$ cat config.mk
export PLATFORM = sky130hd
export DESIGN_NAME = nor_flash_csm
export DESIGN_NICKNAME = d
export VERILOG_FILES = /design/src/rtl/nor_csm_pkg.sv /design/src/rtl/nor_cmd_decode.sv /design/src/rtl/nor_op_engine.sv /design/src/rtl/nor_array.sv /design/src/rtl/nor_flash_csm.sv
export SDC_FILE = /design/constraint.sdc
export NUM_CORES = 1
export LEC_CHECK = 0
export CAP_MARGIN = 20
export CORE_ASPECT_RATIO = 0.7
export CORE_UTILIZATION = 57
export CTS_CLUSTER_SIZE = 16
export DETAILED_ROUTE_END_ITERATION = 6
export PLACE_DENSITY = 0.85
export SYNTH_ARGS = -nofsm -noshare
export SYNTH_HDL_FRONTEND = slang
export SYNTH_HIERARCHICAL = 1
export SYNTH_SLANG_ARGS = --single-unit
$ cat constraint.sdc
create_clock -name clk -period 3.84 [get_ports clk]
set_clock_uncertainty 0.2 [all_clocks]
set_input_delay 0.384 -clock clk [delete_from_list [all_inputs] [get_ports clk]]
set_output_delay 0.384 -clock clk [all_outputs]
set_load 0.1 [all_outputs]
$ cat src/rtl/nor_csm_pkg.sv
package nor_csm_pkg;

    localparam logic [7:0]  CODE_UNLK1 = 8'hAA;
    localparam logic [7:0]  CODE_UNLK2 = 8'h55;
    localparam logic [7:0]  CODE_PROG  = 8'hA0;
    localparam logic [7:0]  CODE_ERS   = 8'h80;
    localparam logic [7:0]  CODE_CHIP  = 8'h10;
    localparam logic [7:0]  CODE_SECT  = 8'h30;
    localparam logic [7:0]  CODE_SUSP  = 8'hB0;
    localparam logic [10:0] ADR_FIRST  = 11'h555;
    localparam logic [10:0] ADR_SECOND = 11'h2AA;

    typedef enum logic [2:0] {
        D_IDLE, D_U1, D_U2, D_PADDR, D_E3, D_E4, D_E5
    } dec_st_t;

    typedef enum logic [2:0] {
        E_IDLE, E_PROG, E_WIN, E_ERASE, E_SUSP
    } eng_st_t;

    typedef enum logic {
        PH_ZERO, PH_ONES
    } ers_ph_t;

    typedef struct packed {
        logic prog;
        logic chip;
        logic sect;
    } cmd_ev_t;

    function automatic logic cyc_is(input logic [10:0] a, input logic [7:0] d,
                                    input logic [10:0] ea, input logic [7:0] ed);
        return (a == ea) && (d == ed);
    endfunction

    function automatic int max3(input int a, input int b, input int c);
        int m;
        m = (a > b) ? a : b;
        return (m > c) ? m : c;
    endfunction

endpackage

$ cat src/rtl/nor_cmd_decode.sv
module nor_cmd_decode
    import nor_csm_pkg::*;
(
    input  logic        clk,
    input  logic        rst,
    input  logic        wr_en,
    input  logic [10:0] adr_lo,
    input  logic [7:0]  wdata,
    output cmd_ev_t     ev
);
    dec_st_t st, st_nx;

    always_comb begin
        st_nx = st;
        ev    = '0;
        if (wr_en) begin
            case (st)
                D_IDLE:  st_nx = cyc_is(adr_lo, wdata, ADR_FIRST, CODE_UNLK1) ? D_U1 : D_IDLE;
                D_U1:    st_nx = cyc_is(adr_lo, wdata, ADR_SECOND, CODE_UNLK2) ? D_U2 : D_IDLE;
                D_U2: begin
                    if (cyc_is(adr_lo, wdata, ADR_FIRST, CODE_PROG))
                        st_nx = D_PADDR;
                    else if (cyc_is(adr_lo, wdata, ADR_FIRST, CODE_ERS))
                        st_nx = D_E3;
                    else
                        st_nx = D_IDLE;
                end
                D_PADDR: begin
                    ev.prog = 1'b1;
                    st_nx   = D_IDLE;
                end
                D_E3:    st_nx = cyc_is(adr_lo, wdata, ADR_FIRST, CODE_UNLK1) ? D_E4 : D_IDLE;
                D_E4:    st_nx = cyc_is(adr_lo, wdata, ADR_SECOND, CODE_UNLK2) ? D_E5 : D_IDLE;
                D_E5: begin
                    st_nx = D_IDLE;
                    if (cyc_is(adr_lo, wdata, ADR_FIRST, CODE_CHIP))
                        ev.chip = 1'b1;
                    else if (wdata == CODE_SECT)
                        ev.sect = 1'b1;
                end
                default: st_nx = D_IDLE;
            endcase
        end
    end

    always_ff @(posedge clk) begin
        if (rst) st <= D_IDLE;
        else     st <= st_nx;
    end

    // the sequence only advances on a bus write
    assert_seq_hold_R4: assert property (@(posedge clk) disable iff (rst)
        !wr_en |=> $stable(st));

    // a wrong second unlock cycle drops back to read mode
    assert_bad_unlock_R4: assert property (@(posedge clk) disable iff (rst)
        (wr_en && st == D_U1 && !(adr_lo == ADR_SECOND && wdata == CODE_UNLK2))
        |=> st == D_IDLE);

    // a finished sequence always leaves the decoder idle
    assert_ev_clears_R2: assert property (@(posedge clk) disable iff (rst)
        (ev.prog || ev.chip || ev.sect) |=> st == D_IDLE);

endmodule

$ cat src/rtl/nor_op_engine.sv
module nor_op_engine
    import nor_csm_pkg::*;
#(
    parameter int SEC_W     = 3,
    parameter int IDX_W     = 6,
    parameter int WIN_CYC   = 5000,
    parameter int PROG_CYC  = 16,
    parameter int ERASE_CYC = 64
) (
    input  logic                  clk,
    input  logic                  rst,
    input  logic                  wr_en,
    input  logic [7:0]            wdata,
    input  logic [SEC_W-1:0]      sec_in,
    input  logic [IDX_W-1:0]      idx_in,
    input  logic [7:0]            old_data,
    input  cmd_ev_t               ev,
    output eng_st_t               st,
    output logic [(1<<SEC_W)-1:0] sel_mask,
    output logic [7:0]            pdata,
    output logic [IDX_W-1:0]      pidx,
    output logic                  fail,
    output logic                  prog_en,
    output logic                  zero_en,
    output logic                  ones_en
);
    localparam int SEC_N = 1 << SEC_W;
    localparam int MAXC  = max3(WIN_CYC, PROG_CYC, ERASE_CYC);
    localparam int CNT_W = $clog2(MAXC + 1);

    logic [CNT_W-1:0] cnt;
    ers_ph_t          ph;
    logic             susp_req;
    logic [SEC_N-1:0] sec_bit;

    assign susp_req = wr_en && (wdata == CODE_SUSP);
    assign sec_bit  = SEC_N'(1) << sec_in;

    assign prog_en = (st == E_PROG) && (cnt == '0);
    assign zero_en = (st == E_ERASE) && (cnt == '0) && !susp_req && (ph == PH_ZERO);
    assign ones_en = (st == E_ERASE) && (cnt == '0) && !susp_req && (ph == PH_ONES);

    always_ff @(posedge clk) begin
        if (rst) begin
            st       <= E_IDLE;
            cnt      <= '0;
            ph       <= PH_ZERO;
            sel_mask <= '0;
            pdata    <= '0;
            pidx     <= '0;
            fail     <= 1'b0;
        end else begin
            case (st)
                E_IDLE: begin
                    if (ev.prog) begin
                        st    <= E_PROG;
                        cnt   <= CNT_W'(PROG_CYC - 1);
                        pdata <= wdata;
                        pidx  <= idx_in;
                        fail  <= |(wdata & ~old_data);
                    end else if (ev.chip) begin
                        st       <= E_ERASE;
                        ph       <= PH_ZERO;
                        cnt      <= CNT_W'(ERASE_CYC - 1);
                        sel_mask <= '1;
                        fail     <= 1'b0;
                    end else if (ev.sect) begin
                        st       <= E_WIN;
                        cnt      <= CNT_W'(WIN_CYC - 1);
                        sel_mask <= sec_bit;
                        fail     <= 1'b0;
                    end
                end
                E_PROG: begin
                    if (cnt == '0) st  <= E_IDLE;
                    else           cnt <= cnt - 1'b1;
                end
                E_WIN: begin
                    if (wr_en && wdata == CODE_SECT) begin
                        sel_mask <= sel_mask | sec_bit;
                        cnt      <= CNT_W'(WIN_CYC - 1);
                    end else if (wr_en && wdata != CODE_SUSP) begin
                        st       <= E_IDLE;
                        sel_mask <= '0;
                    end else if (cnt == '0) begin
                        st  <= E_ERASE;
                        ph  <= PH_ZERO;
                        cnt <= CNT_W'(ERASE_CYC - 1);
                    end else begin
                        cnt <= cnt - 1'b1;
                    end
                end
                E_ERASE: begin
                    if (susp_req) begin
                        st <= E_SUSP;
                    end else if (cnt == '0) begin
                        if (ph == PH_ZERO) begin
                            ph  <= PH_ONES;
                            cnt <= CNT_W'(ERASE_CYC - 1);
                        end else begin
                            st       <= E_IDLE;
                            sel_mask <= '0;
                        end
                    end else begin
                        cnt <= cnt - 1'b1;
                    end
                end
                E_SUSP: begin
                    if (wr_en && wdata == CODE_SECT) st <= E_ERASE;
                end
                default: st <= E_IDLE;
            endcase
        end
    end

    // a busy program keeps its target and cannot be diverted by writes
    assert_prog_ignore_R6: assert property (@(posedge clk) disable iff (rst)
        (st == E_PROG) |=> ((st == E_PROG || st == E_IDLE) && $stable(pidx) && $stable(pdata)));

    // a foreign command inside the window aborts to read mode
    assert_win_abort_R10: assert property (@(posedge clk) disable iff (rst)
        (st == E_WIN && wr_en && wdata != CODE_SECT && wdata != CODE_SUSP)
        |=> (st == E_IDLE && sel_mask == '0));

    // the erase set only grows while the window is open
    assert_mask_grow_R9: assert property (@(posedge clk) disable iff (rst)
        (st == E_WIN) |=> (st == E_IDLE || (sel_mask & $past(sel_mask)) == $past(sel_mask)));

    // a suspended erase is frozen until the resume code
    assert_susp_freeze_R11: assert property (@(posedge clk) disable iff (rst)
        (st == E_SUSP && !(wr_en && wdata == CODE_SECT))
        |=> (st == E_SUSP && $stable(cnt) && $stable(ph) && $stable(sel_mask)));

endmodule

$ cat src/rtl/nor_array.sv
module nor_array #(
    parameter int SEC_W = 3,
    parameter int OFS_W = 3
) (
    input  logic                  clk,
    input  logic                  rst,
    input  logic [SEC_W+OFS_W-1:0] look_idx,
    output logic [7:0]            look_data,
    input  logic                  prog_en,
    input  logic [SEC_W+OFS_W-1:0] prog_idx,
    input  logic [7:0]            prog_data,
    input  logic                  zero_en,
    input  logic                  ones_en,
    input  logic [(1<<SEC_W)-1:0] fill_mask
);
    localparam int IDX_W = SEC_W + OFS_W;
    localparam int WORDS = 1 << IDX_W;

    logic [7:0] mem_q [WORDS];

    for (genvar g = 0; g < WORDS; g++) begin : g_word
        localparam int SEC_OF_G = g >> OFS_W;
        always_ff @(posedge clk) begin
            if (rst) begin
                mem_q[g] <= 8'hFF;
            end else if ((zero_en || ones_en) && fill_mask[SEC_OF_G]) begin
                mem_q[g] <= ones_en ? 8'hFF : 8'h00;
            end else if (prog_en && prog_idx == IDX_W'(g)) begin
                mem_q[g] <= mem_q[g] & prog_data;
            end
        end

        // outside the set-to-ones erase phase no bit of a byte rises
        assert_no_rise_R3: assert property (@(posedge clk) disable iff (rst)
            !ones_en |=> ((mem_q[g] & ~$past(mem_q[g])) == 8'h00));
    end

    assign look_data = mem_q[look_idx];

endmodule

$ cat src/rtl/nor_flash_csm.sv
module nor_flash_csm
    import nor_csm_pkg::*;
#(
    parameter int ADDR_W    = 17,
    parameter int SEC_W     = 3,
    parameter int OFS_W     = 3,
    parameter int WIN_CYC   = 5000,
    parameter int PROG_CYC  = 16,
    parameter int ERASE_CYC = 64
) (
    input  logic              clk,
    input  logic              rst,
    input  logic              wr_en,
    input  logic              rd_en,
    input  logic [ADDR_W-1:0] addr,
    input  logic [7:0]        wdata,
    output logic [7:0]        rdata
);
    localparam int SEC_N = 1 << SEC_W;
    localparam int IDX_W = SEC_W + OFS_W;

    eng_st_t          st;
    cmd_ev_t          ev;
    logic [SEC_N-1:0] sel_mask;
    logic [7:0]       pdata, look_data, status;
    logic [IDX_W-1:0] pidx, idx;
    logic [SEC_W-1:0] sec;
    logic             fail, prog_en, zero_en, ones_en;
    logic             tog, erase_like, busy, b2;
    logic             addr_unused_bits;

    assign sec = addr[ADDR_W-1 -: SEC_W];
    assign idx = {sec, addr[OFS_W-1:0]};
    assign addr_unused_bits = ^addr;

    nor_cmd_decode u_dec (
        .clk    (clk),
        .rst    (rst),
        .wr_en  (wr_en && st == E_IDLE),
        .adr_lo (addr[10:0]),
        .wdata  (wdata),
        .ev     (ev)
    );

    nor_op_engine #(
        .SEC_W     (SEC_W),
        .IDX_W     (IDX_W),
        .WIN_CYC   (WIN_CYC),
        .PROG_CYC  (PROG_CYC),
        .ERASE_CYC (ERASE_CYC)
    ) u_eng (
        .clk      (clk),
        .rst      (rst),
        .wr_en    (wr_en),
        .wdata    (wdata),
        .sec_in   (sec),
        .idx_in   (idx),
        .old_data (look_data),
        .ev       (ev),
        .st       (st),
        .sel_mask (sel_mask),
        .pdata    (pdata),
        .pidx     (pidx),
        .fail     (fail),
        .prog_en  (prog_en),
        .zero_en  (zero_en),
        .ones_en  (ones_en)
    );

    nor_array #(
        .SEC_W (SEC_W),
        .OFS_W (OFS_W)
    ) u_arr (
        .clk       (clk),
        .rst       (rst),
        .look_idx  (idx),
        .look_data (look_data),
        .prog_en   (prog_en),
        .prog_idx  (pidx),
        .prog_data (pdata),
        .zero_en   (zero_en),
        .ones_en   (ones_en),
        .fill_mask (sel_mask)
    );

    assign erase_like = (st == E_WIN) || (st == E_ERASE);
    assign busy       = erase_like || (st == E_PROG);
    assign b2         = (erase_like && sel_mask[sec]) ? tog : 1'b1;
    assign status     = { (st == E_PROG) ? ~pdata[7] : 1'b0,
                          tog,
                          (st == E_PROG) && fail,
                          1'b0,
                          st == E_ERASE,
                          b2,
                          2'b00 };

    always_ff @(posedge clk) begin
        if (rst) begin
            rdata <= 8'h00;
            tog   <= 1'b0;
        end else if (rd_en) begin
            if (busy) begin
                rdata <= status;
                tog   <= ~tog;
            end else begin
                rdata <= look_data;
            end
        end
    end

    // window reads show the timer as still running
    assert_win_b3_R8: assert property (@(posedge clk) disable iff (rst)
        (rd_en && st == E_WIN) |=> (rdata[3] == 1'b0 && rdata[7] == 1'b0));

    // erase reads show the timer as expired
    assert_ers_b3_R7: assert property (@(posedge clk) disable iff (rst)
        (rd_en && st == E_ERASE) |=> (rdata[3] == 1'b1 && rdata[7] == 1'b0));

    // back-to-back busy reads flip bit 6
    assert_toggle_R5: assert property (@(posedge clk) disable iff (rst)
        (rd_en && busy && $past(rd_en && busy)) |=> (rdata[6] != $past(rdata[6])));

endmodule

======== Word-level counts from Yosys, hierarchy flattened ========
Memory sizes are Yosys's and may differ from the RTL's.
Index checks and enable logic that the tools add are counted.
W data, S select, Z words.
word-level totals
  memories kept ........................... 1
  output and inout port bits .............. 8
  memory bits (writable) .................. 512
  register bits after elaboration ......... 52
  input port bits ......................... 29
  word-level logic and storage cells ...... 893
cells by class
  equality and inequality tests ........... 102
  shift-type cells ........................ 1
  multiplexer cells ....................... 472
  bitwise operators ....................... 198
  add/subtract/negate cells ............... 1
  reductions and logical operators ........ 107
  $lt $le $gt $ge ......................... 1
memories
  name         words  bits a word  read ports  clocked after Yosys merged registers in  wr ports  RTL line         text
  u_arr.mem_q  64     8            65          0                                        64        nor_array.sv:19  logic [7:0] mem_q [WORDS];
operator list
  cell                     count
  $mux W8                  138
  $and A8 B8 Y8            65
  $mux W1                  300
  $eq A6 B6 Y1 const B     32
  $mux W13                 10
  $or A1 B1 Y1             128
  $eq A6 B5 Y1 const B     16
  $logic_and A1 B1 Y1      88
  $pmux W13 S4             1
  $eq A6 B4 Y1 const B     8
  $mux W3                  16
  $eq A8 B8 Y1 const B     4
  $pmux W3 S5              2
  $eq A6 B3 Y1 const B     4
  $pmux W8 S3              1
  $reduce_and A7 Y1        2
  $logic_not A13 Y1        1
  $sub A13 B1 Y13 const B  1
  $eq A3 B2 Y1 const B     4
  $eq A3 B3 Y1 const B     4
  $eq A6 B2 Y1 const B     2
  $ne A2 B2 Y1 const B     6
  $ne A3 B1 Y1 const B     4
  $eq A11 B10 Y1 const B   1
  29 further kinds         44

======== Longest topological paths before layout ========
  word-level depth ........................ 12
  depth in mapped cells ................... 16
  depth with buffers taken out ............ 11

======== Hierarchy ========
Netlist, hierarchy kept.
modules (own cells, without submodules)
  module          instances  area each (um^2)  cells each  sequential area each (um^2)
  nor_array       1          26785.7           1735        15374.7
  nor_op_engine   1          2343.5            326         800.8
  nor_flash_csm   1          475.5             51          180.2
  nor_cmd_decode  1          386.6             43          60.1

======== Worst setup path before layout ========
No wires, ideal clock.
  path kind ............................... flip-flop to flip-flop
  start ................................... register u_eng.cnt[0]
  end ..................................... memory u_arr.mem_q[51][0], enable pin
  cell stages (with the launch flop) ...... 10
  buffers on the path ..................... 2
  period minus slack after synthesis ...... 3710 ps
  required time ........................... 3256 ps
  arrival time ............................ 3126 ps
  library setup time ...................... 384 ps
  slack ................................... 130 ps
  cells stage by stage .................... dfxtp_1 -> inv_1 -> ha_1 -> or4b_1 -> buf_6 -> or4_4 -> nor3_1 -> nand3_1 -> clkbuf_1 -> o21ai_0
RTL lines
  what                    RTL line             text
  from (decl)             nor_op_engine.sv:31  logic [CNT_W-1:0] cnt;
  from (signal assigned)  nor_op_engine.sv:57  cnt <= CNT_W'(PROG_CYC - 1);
  from (signal assigned)  nor_op_engine.sv:64  cnt <= CNT_W'(ERASE_CYC - 1);
  from (signal assigned)  nor_op_engine.sv:69  cnt <= CNT_W'(WIN_CYC - 1);
  to (decl)               nor_array.sv:19

==> results.toml <==
[drt]
drtIter0Drc = 4205
drc_errors = 1
drt_pass1_iterations = 7
postRouteAntennaNets = 0
dr_total_vias = 23400
vias_per_cell = 8.04
drt-total-wl_um = 90700
wl_per_cell_um = 31.1

[critical_path]
reg2reg_to = "u_arr/mem_q[28][2]"
path_class = "flip-flop to flip-flop"
r2r-start = "u_eng/cnt[0]"
rrSetupSlack_ns = 0.05
worstRegToRegCells = 12
required_ns = 3.97
worstSetupStartpointType = "flip-flop"
crit_arrival_ns = 3.92
worstPathMaxFanout = 19
cp-end-kind = "flip-flop"

[grt]
antenna_found_initial = 1
grt_pass1_vias = 22100
grt_use_total_pct = 33.2
grt_max_degree = 67
gr-total-overflow = 0
grt_pass1_wl_um = 138000

[synthesis]
yosys_register_bits = 564
synth_edf_count = 512
synth-async-reset-ratio_pct = 0
syn-cell-area_sq_um = 30000
syn_avg_cell_area_sq_um = 13.9
synth_cell_types = 83
mappedNetlistNets = 2185
syn_inst = 2155
yosysWarnings = 6
synth_flop_cell = "edfxtp_1"
yosysSeqAreaShare_pct = 54.7

[timing]
slew_violations = 0
fin_ws_ns = 0.0478
rsz0062_at_grt = "yes"
hold_viol = 0
maxSlewHeadroom_pct = 22.7
fmax_mhz = 264
min_period_ns = 3.79
setup_viol = 0
tightest_slew_ns = 1.16
post-route-period-util_pct = 98.8

[clock_network]
clk_latency_ns = 0.59
htreeDepth = 2
cts_buffers = 51
cts.sinks = 564
clock_path_buffers = 3
cts_tree = "built"
clk_pin_slew_worst_paths_ns = 0.07
clockRootBuffer = "clkbuf_16"

[cells_and_area]
final_core_util_pct = 65.5
final_cell_mix = "a41o_1 (512), edfxtp_1 (512), buf_4 (181), mux4_2 (128), o21ai_0 (102)"
regArea_sq_um = 16400
nFillCells = 3429
multi_input_area_sq_um = 12400
drive_above_1_share_pct = 24.0
nets = 2229
antenna_cells = 0
area_delta_synth_final_pct = 12.1

[power]
p_per_area_nw_per_um2 = 424
p_seq_share_pct = 48.1
p_leak_nw = 9.25
irDropWorstVdd_mv = 0.438
switchingPower_mw = 3.75
total_power_mw = 14.3
switching_share_pct = 26.3
p_int_mw = 10.5
p_clk_share_pct = 37.2
combinationalPowerShare_pct = 14.7

[status]
violations = "DRC"
status = "finished with violations"

[placed_design]
dp_hpwl_um = 60000
place_congestion = 0.953
numPortBuffers = 33
place_ws_ns = 0.0307

[floorplanning]
die_h_um = 194
initial_core_util_pct = 58.4
row_count = 69
die_w_um = 276
core_area_sq_um = 51400
io-pin-count = 37
dieArea_sq_um = 53600

[min_path]
min_path_type = "input pin to flip-flop"
holdPathStages = 2
min_from = "rst"
hold_end = "u_eng/pidx[3]"

[run]
maxCapViolCount = 0
[area by class of cell]
| type | count | share of cell area [%] |
|---|---|---|
| Tap cell | 674 | 2.51 |
| Sequential cell | 564 | 48.8 |
| Inverter | 26 | 0.290 |
| Timing Repair Buffer | 243 | 6.52 |
| Clock inverter | 26 | 0.833 |
| Clock buffer | 68 | 4.23 |
| Multi-Input combinational cell | 1313 | 36.8 |
[kinds of logic (layout without fill, tap and decap cells)]
kind of cell             count (synthesis)  after routing  share of synthesized area, %
AO/OA/AOI/OAI                          835            835                          23.7
XOR/XNOR                                 2              2                        0.0584
adder cells (fa/ha/maj)                  1              1                        0.0417
buffers and inverters                  278            363                          4.92
flip-flops                             564            564                          54.7
multiplexers                           159            159                          10.8
AND/OR/NAND/NOR                        316            316                          5.73
[registers in the layout (all words and copies together), names as in the netlist]
| name | count |
|---|---|
| u_eng/st | 3 |
| u_eng/pidx | 6 |
| u_dec/st | 3 |
| u_eng/ph | 1 |
| u_eng/pdata | 8 |
| tog | 1 |
| u_eng/fail | 1 |
| u_eng/sel_mask | 8 |
| rdata | 8 |
| u_eng/cnt | 13 |
| u_arr/mem_q | 512 |
[worst max path at each step]
stage	slack [ns]	from	cells past startpoint	to
2_1_floorplan	0.13	u_eng/cnt[0]	9	u_arr/mem_q[51][0]
3_3_place_gp	0.06	u_eng/cnt[0]	8	u_arr/mem_q[18][6]
3_5_place_dp	0.03	u_eng/cnt[0]	8	u_arr/mem_q[18][5]
4_1_cts	0.01	u_eng/cnt[0]	14	u_arr/mem_q[16][2]
5_1_grt	-0.09	u_eng/cnt[1]	12	u_arr/mem_q[27][6]
6_report	0.05	u_eng/cnt[0]	12	u_arr/mem_q[28][2]
[through the flow]
step / cell area, sq um / instances / setup TNS [ns] / hold WS, ns
2_1_floorplan: 30000 / 2155 / 0 / 0.235
3_3_place_gp: 31700 / 2814 / 0 / 0.258
3_5_place_dp: 31700 / 2814 / 0 / 0.270
4_1_cts: 33400 / 2908 / 0 / 0.0529
5_1_grt: 33600 / 2914 / -2.42 / 0.0836
6_report: 33600 / 2914 / 0 / 0.0685
[layer usage]
| metal | vias to the layer above | part of all wire (%) | global-route usage [%] |
|---|---|---|---|
| li1 | 9470 | - | - |
| met1 | 11400 | 37 | 48.8 |
| met2 | 2231 | 43 | 47.7 |
| met3 | 287 | 17 | 9.50 |
| met4 | 0 | 3.4 | 10.7 |
| met5 | - | 0 | 0 |
[power by group through the flow]
stage	clock (mW)	sequential [mW]	combinational, mW
finish	5.31	6.85	2.10
global route	5.56	6.86	2.22
CTS	5.32	6.85	2.00
detailed placement	0	6.98	1.98
global placement	0	6.97	1.92
floorplan	0	7.04	1.32
[Yosys cell counts (6+ instances only)]
| cell type | number | area share [%] |
|---|---|---|
| and2_1 | 10 | 0.21 |
| mux2i_1 | 14 | 0.47 |
| dfxtp_1 | 52 | 3.5 |
| nand2b_1 | 15 | 0.31 |
| edfxtp_1 | 512 | 51 |
| a21oi_2 | 9 | 0.26 |
| buf_6 | 33 | 1.2 |
| a41o_1 | 512 | 17 |
| a211oi_1 | 6 | 0.15 |
| nor2b_1 | 17 | 0.35 |
| nand4_1 | 8 | 0.17 |
| o221ai_1 | 9 | 0.26 |
| inv_1 | 26 | 0.33 |
| o2bb2ai_1 | 8 | 0.23 |
| buf_4 | 43 | 1.1 |
| and3_1 | 9 | 0.19 |
| mux4_2 | 128 | 9.6 |
| o32ai_1 | 9 | 0.26 |
| buf_1 | 27 | 0.34 |
| nand3_1 | 19 | 0.32 |
| nand3b_1 | 8 | 0.20 |
| nand2_1 | 92 | 1.2 |
| o21ai_0 | 105 | 1.8 |
| buf_2 | 19 | 0.32 |
| clkbuf_1 | 130 | 1.6 |
| nor2_1 | 70 | 0.88 |
| nor3_2 | 8 | 0.27 |
| mux2_2 | 15 | 0.56 |
| nor3_1 | 16 | 0.27 |
| o22ai_1 | 25 | 0.52 |
| a21oi_1 | 112 | 1.9 |
| or3_1 | 6 | 0.13 |
[timing repair]
action                                  4_1_cts  5_1_grt
hold buffers                                  0        0
buffers inserted                              0        0
pin swaps                                     0        4
endpoints found under the setup margin        1      515
gates cloned                                  0        0
gates resized for setup                       1       44
[worst max-delay path: stages, from the launching register on]
cell      delay [ns]
dfxtp_1         0.34
inv_1           0.07
ha_2            0.20
or4b_4          0.47
or4_4           0.60
nor3_1          0.20
buf_4           0.17
nand3b_1        0.22
buf_4           0.24
nor2b_4         0.14
buf_12          0.17
a21oi_1         0.23
a41o_1          0.29
(Power assumes the default switching activity.)
